[src/rtl/fanpwm_pkg.sv]
package fanpwm_pkg;
    localparam int PORTS  = 8;
    localparam int TYPES  = 3;
    localparam int LOW_W  = 4;
    localparam int HIGH_W = 4;
    localparam int UNIT_W = 8;
    localparam int ADDR_W = 5;
    localparam int DATA_W = 32;
    localparam int TSEL_W = 2;
    localparam int CFG_W  = LOW_W + HIGH_W + UNIT_W;
    localparam int PRE_W  = LOW_W + (1 << HIGH_W);

    localparam int A_GLOBAL = 0;
    localparam int A_PEN    = 1;
    localparam int A_TSEL   = 2;
    localparam int A_MN     = 3;
    localparam int A_O      = 4;
    localparam int A_DUTY0  = 8;

    localparam logic [TSEL_W-1:0] SEL_NONE = 2'd3;

    typedef struct packed {
        logic [UNIT_W-1:0] unit;
        logic [HIGH_W-1:0] hi;
        logic [LOW_W-1:0]  lo;
    } tcfg_t;

    typedef struct packed {
        logic [UNIT_W-1:0] fall;
        logic [UNIT_W-1:0] rise;
    } duty_t;

    function automatic logic [PRE_W-1:0] pre_terminal(tcfg_t c);
        logic [PRE_W-1:0] lf;
        lf = (c.lo == '0) ? PRE_W'(1) : PRE_W'({c.lo, 1'b0});
        return (lf << c.hi) - PRE_W'(1);
    endfunction
endpackage

[src/rtl/fanpwm_regs.sv]
module fanpwm_regs
    import fanpwm_pkg::*;
#(
    parameter int NPORT = PORTS,
    parameter int AW    = ADDR_W,
    parameter int DW    = DATA_W
) (
    input  logic                         clk,
    input  logic                         rst,
    input  logic                         wr_en,
    input  logic [AW-1:0]                wr_addr,
    input  logic [DW-1:0]                wr_data,
    output logic                         glob_en,
    output logic                         src_alt,
    output logic [NPORT-1:0]             port_en,
    output logic [NPORT-1:0][TSEL_W-1:0] tsel_vec,
    output tcfg_t [TYPES-1:0]            tcfg,
    output duty_t [NPORT-1:0]            duty_pend,
    output logic [TYPES-1:0]             restart
);
    logic hit_mn, hit_o;
    assign hit_mn = wr_en && (wr_addr == AW'(A_MN));
    assign hit_o  = wr_en && (wr_addr == AW'(A_O));

    assign restart[0] = hit_mn;
    assign restart[1] = hit_mn;
    assign restart[2] = hit_o;

    always_ff @(posedge clk) begin
        if (rst) begin
            glob_en   <= 1'b0;
            src_alt   <= 1'b0;
            port_en   <= '0;
            tsel_vec  <= '0;
            tcfg      <= '0;
            duty_pend <= '0;
        end else if (wr_en) begin
            if (wr_addr == AW'(A_GLOBAL)) begin
                glob_en <= wr_data[0];
                src_alt <= wr_data[1];
            end
            if (wr_addr == AW'(A_PEN)) begin
                port_en <= wr_data[NPORT-1:0];
            end
            if (wr_addr == AW'(A_TSEL)) begin
                for (int p = 0; p < NPORT; p++) begin
                    tsel_vec[p] <= wr_data[p*TSEL_W +: TSEL_W];
                end
            end
            if (hit_mn) begin
                tcfg[0] <= tcfg_t'(wr_data[0 +: CFG_W]);
                tcfg[1] <= tcfg_t'(wr_data[CFG_W +: CFG_W]);
            end
            if (hit_o) begin
                tcfg[2] <= tcfg_t'(wr_data[0 +: CFG_W]);
            end
            for (int p = 0; p < NPORT; p++) begin
                if (wr_addr == AW'(A_DUTY0 + p)) begin
                    duty_pend[p] <= duty_t'(wr_data[0 +: 2*UNIT_W]);
                end
            end
        end
    end
endmodule

[src/rtl/fanpwm_timebase.sv]
module fanpwm_timebase
    import fanpwm_pkg::*;
(
    input  logic              clk,
    input  logic              rst,
    input  logic              run,
    input  logic              tick,
    input  logic              restart,
    input  tcfg_t             cfg,
    output logic [UNIT_W-1:0] cnt,
    output logic              bound
);
    logic [PRE_W-1:0]  pre_q;
    logic [PRE_W-1:0]  term;
    logic [UNIT_W-1:0] cnt_q;
    logic              ptick;
    logic              last;

    assign term  = pre_terminal(cfg);
    assign ptick = tick && (pre_q >= term);
    assign last  = (cnt_q >= cfg.unit);

    always_ff @(posedge clk) begin
        if (rst || !run || restart) begin
            pre_q <= '0;
            cnt_q <= '0;
        end else if (tick) begin
            if (pre_q >= term) begin
                pre_q <= '0;
                cnt_q <= last ? '0 : cnt_q + UNIT_W'(1);
            end else begin
                pre_q <= pre_q + PRE_W'(1);
            end
        end
    end

    assign cnt   = cnt_q;
    assign bound = !run || restart || (ptick && last);
endmodule

[src/rtl/fanpwm_port.sv]
module fanpwm_port
    import fanpwm_pkg::*;
(
    input  logic                         clk,
    input  logic                         rst,
    input  logic                         run,
    input  logic                         en,
    input  logic [TSEL_W-1:0]            tsel,
    input  logic [TYPES-1:0][UNIT_W-1:0] cnt_all,
    input  logic [TYPES-1:0]             bound_all,
    input  duty_t                        pend,
    output duty_t                        act,
    output logic                         load,
    output logic                         pwm
);
    logic              valid;
    logic [UNIT_W-1:0] cnt_sel;
    logic              hi;
    duty_t             act_q;
    logic              pwm_q;

    always_comb begin
        valid   = 1'b0;
        cnt_sel = '0;
        load    = 1'b1;
        for (int t = 0; t < TYPES; t++) begin
            if (tsel == TSEL_W'(t)) begin
                valid   = 1'b1;
                cnt_sel = cnt_all[t];
                load    = bound_all[t];
            end
        end
    end

    assign hi = (cnt_sel >= act_q.rise) &&
                ((act_q.fall == '0) || (cnt_sel < act_q.fall));

    always_ff @(posedge clk) begin
        if (rst) begin
            act_q <= '0;
            pwm_q <= 1'b0;
        end else begin
            if (load) begin
                act_q <= pend;
            end
            pwm_q <= run && en && valid && hi;
        end
    end

    assign act = act_q;
    assign pwm = pwm_q;
endmodule

[src/rtl/fanpwm_bank.sv]
module fanpwm_bank
    import fanpwm_pkg::*;
#(
    parameter int NPORT = PORTS,
    parameter int AW    = ADDR_W,
    parameter int DW    = DATA_W
) (
    input  logic             clk,
    input  logic             rst,
    input  logic             ref_tick,
    input  logic             alt_tick,
    input  logic             wr_en,
    input  logic [AW-1:0]    wr_addr,
    input  logic [DW-1:0]    wr_data,
    output logic [NPORT-1:0] pwm_out
);
    logic                         glob_en;
    logic                         src_alt;
    logic [NPORT-1:0]             port_en;
    logic [NPORT-1:0][TSEL_W-1:0] tsel_vec;
    tcfg_t [TYPES-1:0]            tcfg;
    duty_t [NPORT-1:0]            duty_pend;
    logic [TYPES-1:0]             restart;
    logic [TYPES-1:0][UNIT_W-1:0] tb_cnt;
    logic [TYPES-1:0]             tb_bound;
    duty_t [NPORT-1:0]            act;
    logic [NPORT-1:0]             ld;
    logic                         src_tick;

    fanpwm_regs #(.NPORT(NPORT), .AW(AW), .DW(DW)) u_regs (
        .clk       (clk),
        .rst       (rst),
        .wr_en     (wr_en),
        .wr_addr   (wr_addr),
        .wr_data   (wr_data),
        .glob_en   (glob_en),
        .src_alt   (src_alt),
        .port_en   (port_en),
        .tsel_vec  (tsel_vec),
        .tcfg      (tcfg),
        .duty_pend (duty_pend),
        .restart   (restart)
    );

    assign src_tick = src_alt ? alt_tick : ref_tick;

    for (genvar t = 0; t < TYPES; t++) begin : g_tb
        fanpwm_timebase u_tb (
            .clk     (clk),
            .rst     (rst),
            .run     (glob_en),
            .tick    (src_tick),
            .restart (restart[t]),
            .cfg     (tcfg[t]),
            .cnt     (tb_cnt[t]),
            .bound   (tb_bound[t])
        );
    end

    for (genvar p = 0; p < NPORT; p++) begin : g_port
        fanpwm_port u_port (
            .clk       (clk),
            .rst       (rst),
            .run       (glob_en),
            .en        (port_en[p]),
            .tsel      (tsel_vec[p]),
            .cnt_all   (tb_cnt),
            .bound_all (tb_bound),
            .pend      (duty_pend[p]),
            .act       (act[p]),
            .load      (ld[p]),
            .pwm       (pwm_out[p])
        );
    end
endmodule

[config.mk]
export PLATFORM = sky130hd
export DESIGN_NAME = fanpwm_bank
export DESIGN_NICKNAME = d
export VERILOG_FILES = /design/src/rtl/fanpwm_pkg.sv /design/src/rtl/fanpwm_regs.sv /design/src/rtl/fanpwm_timebase.sv /design/src/rtl/fanpwm_port.sv /design/src/rtl/fanpwm_bank.sv
export SDC_FILE = /design/constraint.sdc
export NUM_CORES = 1
export LEC_CHECK = 0
export ABC_AREA = 1
export ABC_CLOCK_PERIOD_IN_PS = 4300
export BUFFER_PORTS_ARGS = -buffer_cell sky130_fd_sc_hd__buf_2
export CAP_MARGIN = 10
export CORE_MARGIN = 1
export CORE_UTILIZATION = 40
export CTS_BUF_LIST = sky130_fd_sc_hd__clkbuf_16
export DETAILED_ROUTE_END_ITERATION = 16
export PLACE_DENSITY = 0.53
export SETUP_SLACK_MARGIN = 0.05
export SKIP_CTS_REPAIR_TIMING = 1
export SYNTH_ARGS = -nofsm -noshare
export SYNTH_HDL_FRONTEND = slang
export SYNTH_SLANG_ARGS = --single-unit
[constraint.sdc]
create_clock -name clk -period 4.3 [get_ports clk]
set_clock_uncertainty 0.1 [all_clocks]
set_input_delay 1.075 -clock clk [delete_from_list [all_inputs] [get_ports clk]]
set_output_delay 1.075 -clock clk [all_outputs]
set_load 0.01 [all_outputs]
==> flow_metrics.py <==
metrics = {
    "run_status": {
        "outcome": "finished, final reports clean",
    },
    "floorplanning": {
        "fp.dieW_um": 259,
        "io_pins": 50,
        "die_area_um2": 67000,
        "fp-row-count": 93,
        "start_util_pct": 40.7,
        "dieHeight_um": 259,
        "core_um2": 64800,
    },
    "flow_run": {
        "cap_violations": 0,
    },
    "critical_path": {
        "worstPathArrival_ps": 4390,
        "r2r_setup_slack_ps": 310,
        "worst_path_most_repeated_cell": "nand2_1",
        "crit_required_ps": 4700,
        "crit_type": "reg2reg",
        "slowest_delay_ps": 350,
        "crit_path_start_kind": "flop",
        "r2r_cells": 29,
        "r2r-start": "u_regs.tcfg[17]$_SDFFE_PP0P_",
        "end_kind": "flop",
        "r2r_end": "g_port[3].u_port.act[14]$_SDFFE_PP0P_",
        "crit_start": "u_regs.tcfg[17]$_SDFFE_PP0P_",
        "worst_path_max_delay_cell": "dfxtp_1",
        "crit_fanout": 16,
    },
    "place": {
        "dp_hpwl_um": 58500,
        "gp_congestion": 0.886,
        "place_inst": 4593,
        "dpl_worst_slack_ps": 197,
        "port_buffers": 49,
    },
    "detailed_routing": {
        "wl_per_cell_um": 18.2,
        "top_layer_used": "met4",
        "via_per_inst": 5.30,
        "antenna_left": 0,
        "wl_met2_um": 37500,
        "drt-initial-drc-count": 1815,
        "drc": 0,
        "firstDrtPassIters": 6,
        "vias": 25000,
        "met3_wirelength_um": 5560,
        "wl_met1_um": 40000,
        "totalWireLength_um": 85900,
    },
    "global_route": {
        "grt_first_pass_wirelength_um": 132000,
        "antenna_found_initial": 5,
        "gr-usage-all-layers_pct": 25.2,
        "gr-total-overflow": 0,
        "grt_max_degree": 82,
        "grt_pass1_vias": 22700,
    },
    "min_path": {
        "worstHoldStart": "u_regs.tcfg[46]$_SDFFE_PP0P_",
        "whs_path_depth": 2,
        "min_to": "u_regs.tcfg[46]$_SDFFE_PP0P_",
        "hold_class": "reg2reg",
    },
    "timing": {
        "worst_slack_ps": 310,
        "hold_violations": 0,
        "setup_tns_ps": 0,
        "max_freq_mhz": 251,
        "finalCritPeriodShare_pct": 92.8,
        "rsz0062_at_grt": "true",
        "finalCriticalPeriod_ps": 3990,
        "setup_violations": 0,
        "maxSlewViolCount": 0,
        "worst_slew_pin_slew_ps": 899,
        "slew_headroom_pct": 40.1,
    },
    "cts": {
        "cts_tree": "yes",
        "numCtsBuffers": 51,
        "cts_sinks": 422,
        "h-tree-depth": 2,
        "cts_buffer_depth": 3,
        "clk_latency_ps": 620,
        "cts_root_buffer": "clkbuf_16",
        "path_clk_slew_ps": 60,
    },
    "power_and_ir_drop": {
        "vdd_drop_max_mv": 0.275,
        "p_leak_nw": 11.9,
        "power.total_w": 0.00946,
        "cellPowerDensity_nw_per_um2": 319,
    },
    "yosys": {
        "ys_seq_area_share_pct": 32.0,
        "synth_top_cell_by_area": "dfxtp_1",
        "synth_warnings": 0,
        "synth-edff-count": 0,
        "netlist_top_cells_area": "dfxtp_1 32%, nand2_1 11%, ha_1 10%",
        "synthArstFlopShare_pct": 0,
        "syn_nets": 4043,
        "syn_area_per_cell_um2": 6.96,
        "syn_inst": 3788,
        "synth_top_area_share_pct": 32.0,
        "synth-main-ff-cell": "dfxtp_1",
        "synth_area_um2": 26400,
        "synth_cell_type_count": 53,
        "synth-seq-cells": 422,
    },
    "finish": {
        "drive_gt1_share_pct": 12.1,
        "areaGrowthSynthToFinish_pct": 12.6,
        "fin_nets": 4071,
        "final_cells": 4714,
    },
}
## synthesized netlist by cell type (4+ instances only)
master	number
o21bai_1	5
buf_4	12
nor2_1	411
nor3b_1	20
xor2_1	50
o21ai_1	14
nor3_1	46
dfxtp_1	422
nand4_1	193
nand3_2	10
nor2_2	84
a31oi_1	4
inv_2	15
nand3b_1	5
a221oi_1	56
inv_1	363
a211oi_1	9
nor4_1	38
a21o_1	4
nand2_2	12
clkbuf_1	119
a21oi_1	369
ha_1	213
nor3_2	11
buf_2	49
nand3_1	219
o21ai_0	126
and3_1	8
nand2_1	776
nand2_4	26
o2111ai_1	11
nor2_4	8
buf_6	9
xnor2_1	14
clkinv_1	21
## state kept, by name, summed over array words and instances (netlist names)
name,count
u_regs.port_en,8
g_port.u_port.act,128
g_tb.u_tb.cnt,24
u_regs.src_alt,1
u_regs.duty_pend,128
u_regs.tsel_vec,16
g_tb.u_tb.pre_q,60
u_regs.glob_en,1
g_port.u_port.pwm,8
u_regs.tcfg,48
## cells in the final DEF (no fill, tap or decap), types with 103 or more instances in the layout
cell type  synthesis  layout
nand2_1          776     770
nand4_1          193     193
o21ai_0          126     118
dfxtp_1          422     417
ha_1             213     213
buf_4             12     103
nand3_1          219     215
inv_1            363     370
nor2_1           411     390
a21oi_1          369     367
## per-layer routing
metal / track usage [%] / vias to the layer above
li1: - / 12800
met1: 35.3 / 11400
met2: 39.5 / 654
met3: 3.94 / 130
met4: 7.59 / 0
met5: 0 / -
## per-stage QoR
stage               hold WS [ps]  area, µm²  util [%]
CTS                          362      29200      45.0
detailed placement           354      27600      42.6
finish                       361      29700      45.8
floorplan                    335      26400         -
global route                 377      29700      45.8
global placement             351      27600      42.6
## worst max-delay path: cells and delay by family (launching register included)
kind,cells,cell delay (ps)
AND/OR/NAND/NOR,21,2210
buffers and inverters,5,560
flip-flops,1,350
adder cells (fa/ha/maj),2,510
AO/OA/AOI/OAI,1,150
## where the power goes
| part | switching (W) | leakage, nW | internal, W |
|---|---|---|---|
| Combinational | 0.000845 | 7.73 | 0.000442 |
| Clock | 0.00180 | 0.808 | 0.00239 |
| Sequential | 0.0000269 | 3.41 | 0.00396 |
## layout make-up
| type | instances | area [µm²] |
|---|---|---|
| inverters | 400 | 1510 |
| repair buffers | 165 | 1280 |
| diodes | 3 | 7.51 |
| clock buffers | 51 | 1280 |
| fillers | 6717 | 35100 |
| flip-flops and latches | 422 | 8460 |
| well taps | 855 | 1070 |
| clock inverters | 42 | 309 |
| multi-input cells | 2776 | 15800 |
## kinds of logic after synthesis
family	synth area share (%)
xor+xnor	2.13
mux	0.114
fa+ha+maj	10.1
buf+inv	9.09
compound gates	13.0
simple gates	33.6
flops	32.0
## worst max-delay path by stage
stage                                                       end  cells after the start
after floorplan            g_port[0].u_port.act[0]$_SDFFE_PP0P_                     28
after global placement     g_port[1].u_port.act[8]$_SDFFE_PP0P_                     25
after detailed placement  g_port[1].u_port.act[12]$_SDFFE_PP0P_                     25
after CTS                 g_port[1].u_port.act[12]$_SDFFE_PP0P_                     25
after global routing           g_tb[0].u_tb.cnt[4]$_SDFFE_PP0P_                     24
final                     g_port[3].u_port.act[14]$_SDFFE_PP0P_                     29
(Power assumes the default switching activity.)
